===== src/rtl/pgm_seq_pkg.sv =====
package pgm_seq_pkg;
  typedef enum logic [1:0] {
    REG_CFG  = 2'b00,
    REG_USER = 2'b01,
    REG_SPCL = 2'b10
  } region_e;
endpackage


===== src/rtl/pgm_entry_det.sv =====
module pgm_entry_det (
  input  logic clk_i,
  input  logic rst_ni,
  input  logic hv_i,
  input  logic pin_a_i,
  input  logic pin_b_i,
  output logic mode_o
);
  logic hv_q;
  logic mode_q;
  logic hv_rise;

  assign hv_rise = hv_i && !hv_q;

  always_ff @(posedge clk_i or negedge rst_ni) begin
    if (!rst_ni) begin
      hv_q   <= 1'b0;
      mode_q <= 1'b0;
    end else begin
      hv_q <= hv_i;
      if (!hv_i)                              mode_q <= 1'b0;
      else if (hv_rise && !pin_a_i && !pin_b_i) mode_q <= 1'b1;
    end
  end

  assign mode_o = mode_q;
endmodule


===== src/rtl/pgm_addr_ctr.sv =====
module pgm_addr_ctr #(
  parameter int unsigned LAST  = 1040,
  parameter int unsigned IDX_W = $clog2(LAST + 1)
) (
  input  logic             clk_i,
  input  logic             rst_ni,
  input  logic             clr_i,
  input  logic             step_i,
  output logic [IDX_W-1:0] idx_o
);
  localparam logic [IDX_W-1:0] LastIdx = IDX_W'(LAST);

  logic [IDX_W-1:0] idx_q;

  // index 0 is the configuration word; saturates at LAST
  always_ff @(posedge clk_i or negedge rst_ni) begin
    if (!rst_ni)                        idx_q <= '0;
    else if (clr_i)                     idx_q <= '0;
    else if (step_i && idx_q != LastIdx) idx_q <= idx_q + 1'b1;
  end

  assign idx_o = idx_q;
endmodule


===== src/rtl/pgm_region_dec.sv =====
module pgm_region_dec
  import pgm_seq_pkg::*;
#(
  parameter int unsigned USER_WORDS = 1024,
  parameter int unsigned IDX_W      = 11,
  parameter int unsigned ADDR_W     = 11
) (
  input  logic [IDX_W-1:0]  idx_i,
  output region_e           region_o,
  output logic [ADDR_W-1:0] addr_o
);
  localparam logic [IDX_W-1:0] UserTop = IDX_W'(USER_WORDS);

  logic [IDX_W-1:0] lin;
  assign lin = idx_i - 1'b1;

  always_comb begin
    if (idx_i == '0) begin
      region_o = REG_CFG;
      addr_o   = '0;
    end else begin
      region_o = (idx_i <= UserTop) ? REG_USER : REG_SPCL;
      addr_o   = ADDR_W'(lin);
    end
  end
endmodule


===== src/rtl/pgm_seq_top.sv =====
module pgm_seq_top
  import pgm_seq_pkg::*;
#(
  parameter int unsigned USER_WORDS = 1024,
  parameter int unsigned SPCL_WORDS = 16,
  localparam int unsigned TOTAL     = USER_WORDS + SPCL_WORDS,
  localparam int unsigned ADDR_W    = $clog2(TOTAL),
  localparam int unsigned IDX_W     = $clog2(TOTAL + 1)
) (
  input  logic              clk_i,
  input  logic              rst_ni,
  input  logic              hv_i,
  input  logic              pin_a_i,
  input  logic              pin_b_i,
  input  logic              inc_i,
  output logic              mode_o,
  output logic [1:0]        region_o,
  output logic [ADDR_W-1:0] addr_o
);
  logic             mode;
  logic [IDX_W-1:0] idx;
  region_e          region;

  pgm_entry_det u_entry (
    .clk_i   (clk_i),
    .rst_ni  (rst_ni),
    .hv_i    (hv_i),
    .pin_a_i (pin_a_i),
    .pin_b_i (pin_b_i),
    .mode_o  (mode)
  );

  pgm_addr_ctr #(.LAST(TOTAL), .IDX_W(IDX_W)) u_ctr (
    .clk_i  (clk_i),
    .rst_ni (rst_ni),
    .clr_i  (!hv_i),
    .step_i (mode && inc_i),
    .idx_o  (idx)
  );

  pgm_region_dec #(.USER_WORDS(USER_WORDS), .IDX_W(IDX_W), .ADDR_W(ADDR_W)) u_dec (
    .idx_i    (idx),
    .region_o (region),
    .addr_o   (addr_o)
  );

  assign mode_o   = mode;
  assign region_o = region;
endmodule


===== config.mk =====
export PLATFORM = sky130hd
export DESIGN_NAME = pgm_seq_top
export DESIGN_NICKNAME = d
export VERILOG_FILES = /design/src/rtl/pgm_seq_pkg.sv /design/src/rtl/pgm_entry_det.sv /design/src/rtl/pgm_addr_ctr.sv /design/src/rtl/pgm_region_dec.sv /design/src/rtl/pgm_seq_top.sv
export SDC_FILE = /design/constraint.sdc
export NUM_CORES = 1
export LEC_CHECK = 0
export BUFFER_PORTS_ARGS = -buffer_cell sky130_fd_sc_hd__buf_2
export CAP_MARGIN = 30
export CORE_UTILIZATION = 40
export CTS_BUF_LIST = sky130_fd_sc_hd__clkbuf_8
export CTS_CLUSTER_SIZE = 40
export DETAILED_ROUTE_END_ITERATION = 12
export REMOVE_ABC_BUFFERS = 1
export SLEW_MARGIN = 10
export SYNTH_ARGS = -nofsm -noshare
export SYNTH_HDL_FRONTEND = slang
export SYNTH_SLANG_ARGS = --single-unit
export TNS_END_PERCENT = 50

===== constraint.sdc =====
create_clock -name clk_i -period 3.5 [get_ports clk_i]
set_clock_uncertainty 0.05 [all_clocks]
set_input_delay 0.7 -clock clk_i [delete_from_list [all_inputs] [get_ports clk_i]]
set_output_delay 0.7 -clock clk_i [all_outputs]
set_load 0.02 [all_outputs]

* Word level (Yosys, flattened, before mapping) *
Index checks and enable logic that the tools add are counted.

cells by class
  equal/unequal tests = 3
  $lt $le $gt $ge = 1
  add/subtract/negate cells = 2
  reduce and logical (&&, ||, !) cells = 9
  multiplexer cells = 7

operators with widths
  kind                   number
  $mux 11                3
  $add 11x1->11 const B  1
  $le 11x11->1 const B   1
  $logic_not 11->1       1
  $ne 11x11->1 const B   1
  $sub 11x1->11 const B  1
  $logic_and 1x1->1      5
  $mux 2                 2
  $ne 2x1->1 const B     2
  $logic_not 1->1        3
  $mux 1                 2

word-level totals
  word-level logic and storage cells = 25
  flip-flop bits (word level) = 13
  output and inout bits = 14
  bits of input ports = 6

* Longest topological paths before layout *
  depth after elaboration = 6
  depth in mapped cells = 6
  mapped depth without buffers = 5

* Cells and area by module *
From an unflattened synthesis, not the netlist that was laid out.

unflattened totals
  cells, all modules = 119
  area, all modules = 1043.5 um^2

modules (own cells, without submodules)
  module          sequential area each (um^2)  cells each  area each (um^2)  instances
  pgm_addr_ctr    275.3                        69          651.9             1
  pgm_region_dec  0.0                          44          319.1             1
  pgm_entry_det   50.0                         4           62.6              1
  pgm_seq_top     0.0                          2           10.0              1

* Worst setup path after synthesis *
No wires, ideal clock.

  kind = register to output
  from = register u_ctr.idx_q[0], in the netlist u_ctr.idx_o[0]
  to = output port addr_o[8]
  path slack = 531 ps
  required time = 2750 ps
  arrival time = 2219 ps
  path buffers = 1
  stages on the path, launching flop included = 6
  cells stage by stage = dfrtp_1 inv_1 ha_1 or4b_4 buf_4 o41ai_1

between the ends
  longest elaborated chain between the ends = 2
  elaborated cells on any way between the ends = 3
  those cells by class = 1 x add/sub; 1 x mux; 1 x reduce/logical

RTL lines
  element                                            RTL line                                    RTL
  start, declared                                    pgm_addr_ctr.sv:13                          logic [IDX_W-1:0] idx_q;
  start signal, assigned                             pgm_addr_ctr.sv:19                          else if (step_i && idx_q != LastIdx) idx_q <= idx_q + 1'b1;
  $sub 11x1->11 or $logic_not 11->1 (tied branches)  pgm_region_dec.sv:15, pgm_region_dec.sv:18
  $mux 11 (*)                                        pgm_region_dec.sv:18                        if (idx_i == '0) begin
  end, declared                                      pgm_seq_top.sv:18                           output logic [ADDR_W-1:0] addr_o

Mark *: on every way between the ends. The rest lies on a longest branch, timed or not.

* Worst setup path after layout *
  from = register u_ctr.idx_q[0], in the netlist u_ctr.idx_o[0]
  to = output port addr_o[3]

The elaborated chain is that of the path after synthesis.

==> run summary <==
drt first-iter violations - 13
Synth area leader - dfrtp_1
Post-synth EDFFs - 0
CP bufs+invs - 2
first-pass GRT wire length - 3.92 mm
Net Sw Power - 0.0833 mW
Core Rows - 18
Nets - 146
CTS Root Cell - clkbuf_8
CTS tree - built
vias in the first global route - 875
I/O pin count - 20
max_cap viols - 0
most common cell after layout, fill and taps aside - buf_2
max-slew violation count - 0
Final Hold Vio Count - 0
status - finished, final reports clean
f_max - 319 MHz
layout cells sized above 1 - 19.7%
required time of the critical path - 2.75 ns
placed wire-length estimate - 1.70 mm
Setup WS post-layout - 0.364 ns
antenna violations before repair - 0
ys async rst share - 100%
most frequent cells in the layout - 19 x buf_2, 13 x dfrtp_1, 9 x nor2_1, 9 x nand2_1
Crit path largest cell delay - 0.58 ns
Synth top area share - 31.5%
Area contributors post-synth - dfrtp_1 32%, o31ai_1 3.6%, or3_1 3.6%
Pre-Repair DR Iteration Count - 4
Post-Place Worst Slack - 0.633 ns
post-route DRC violation count - 0
Comb power frac - 12.6%
Period minus WS final - 3.14 ns
hold_buf cts - 0
mapped cell area - 1030 um2
CP Max Fanout - 12
Worst-Skew Late Latency - 0.24 ns
RSZ-0062 raised after global routing - no
total gr overflow - 0
Worst Setup Start Kind - flip-flop
Pwr per Cell Area - 281 nW/um2
CP max stage cell - or4b_4
flops & latches, synth - 13
via count - 963
total power - 0.327 mW
post-synthesis sequential area ratio - 31.5%
die width - 52.8 um
Tot GR Track Use - 19.5%
GPL Wtd Cong - 0.770
peak supply drop - 0.215 mV
prevailing post-synth register cell - dfrtp_1
Buffers on Ports - 19
CP Class - flip-flop to primary output
Distinct cells, synth - 41
CTS H-Tree Depth - 1
Seq pwr share - 47.2%
actual slew at the worst max-slew pin - 0.420 ns
Syn-to-layout area delta - 13.1%
Die Height - 52.8 um
Fillers - 249
largest net degree at the start of global routing - 18
type of the tightest min-delay check - primary input to asynchronous set/reset pin
Slew HR - 72.0%
clock share of power - 40.2%
final setup TNS - 0 ns
Pint - 0.244 mW
CTS buffer count - 3
Detailed Route WL - 2.35 mm
clk slew on worst S/H paths - 0.05 ns
remaining antenna violation count - 0
CTS max path bufs - 2
Critical Path, Cell by Cell - inv_1 -> ha_1 -> or4b_4 -> nor4b_4 -> nor2_1 -> buf_2
CTS sink count - 13
final setup fails - 0
die area - 2790 um2
CP top delay family - simple AND/OR/NAND/NOR gates
ANT cells - 0
Initial Util - 42.0%
Crit path arrival time - 2.39 ns
WL/cell - 14.1 um
post-synthesis area per instance - 8.46 um2
leak pwr - 0.549 nW
Worst setup EP type - primary output
PostCTS Resize Cnt - 0
crit share post-route - 89.6%
Setup Fix Bufs, Post-CTS - 0
Vias/cell - 5.77
Switching Share - 25.4%
core area - 2450 um2
Mapped Cells - 122
Ys Warns - 0
## final timing paths
kind	from	endpoint	slack, ns	cells past startpoint
max	u_ctr.idx_o[0]	addr_o[3]	0.36	6
min	rst_ni	u_ctr.idx_o[10]	0.28	1
max reg2reg	u_ctr.idx_o[0]	u_ctr.idx_o[0]	1.29	5
min reg2reg	u_entry.hv_q	u_entry.mode_o	0.49	3
max in group asynchronous	rst_ni	u_ctr.idx_o[0]	2.89	1
min in group clk_i	u_entry.hv_q	u_entry.mode_o	0.49	3
## worst register-to-register path: stages, from the launching register on
cell and delay [ns]:
dfrtp_1 0.44, inv_1 0.20, ha_1 0.25, or4b_4 0.58
or4b_1 0.53, nand3_1 0.10
## logic make-up after synthesis
| kind of cell | Yosys count | share of synthesized area (%) |
|---|---|---|
| simple gates | 57 | 35.2 |
| xor+xnor | 3 | 2.55 |
| compound gates | 28 | 17.3 |
| fa+ha+maj | 2 | 2.42 |
| flops | 13 | 31.5 |
| mux | 4 | 4.00 |
| buf+inv | 15 | 7.03 |
## stage by stage
step / cells / hold slack [ns] / area (um2) / utilization [%]
final: 167 / 0.283 / 1170 / 47.6
after global placement: 163 / 0.468 / 1120 / 45.7
after CTS: 167 / 0.294 / 1170 / 47.6
after floorplan: 113 / 0.354 / 982 / -
after global routing: 167 / 0.302 / 1170 / 47.6
after detailed placement: 163 / 0.478 / 1120 / 45.7
## area by class of cell
cell class	count	area, um2	area share [%]
Clock buffer	3	41.3	3.54
Sequential cell	13	325	27.9
Tap cell	30	37.5	3.22
Multi-Input combinational cell	94	634	54.3
Inverter	6	22.5	1.93
Clock inverter	1	3.75	0.322
Timing Repair Buffer	20	103	8.79
## cell usage after synthesis (2+ instances only)
library cell and count:
o31ai_1 5, nand3_1 5, nand3b_1 2, dfrtp_1 13, nor4_1 2, buf_2 3, nand4_1 3, or4_1 4
clkbuf_1 2, nor2b_1 2, xnor2_1 3, nor4b_1 2, a21oi_1 7, nand2_1 9, o41ai_1 3, nor3_1 4
mux2i_1 3, inv_1 6, o21ai_0 7, nand2b_1 2, ha_1 2, nor2_1 9, or3_1 6
## per-layer routing
layer / share of wire, % / wire (um) / global-route usage (%)
met1: 47 / 1110 / 24.4
met4: 2.0 / 48 / 7.89
met5: 0 / 0 / 0
met2: 47 / 1100 / 32.3
met3: 3.7 / 88 / 3.77
## power groups by stage
stage | registers, mW | clock network (mW) | logic, mW
after floorplan | 0.157 | 0 | 0.0243
after CTS | 0.154 | 0.134 | 0.0418
after global placement | 0.157 | 0 | 0.0414
after global routing | 0.155 | 0.144 | 0.0458
after detailed placement | 0.157 | 0 | 0.0417
final | 0.154 | 0.132 | 0.0413
## registers in the layout, summed over array words and instances (netlist names)
register and flops:
u_ctr.idx_o 11, u_entry.hv_q 1, u_entry.mode_o 1
Note: power is estimated with default switching activity, not from simulation.
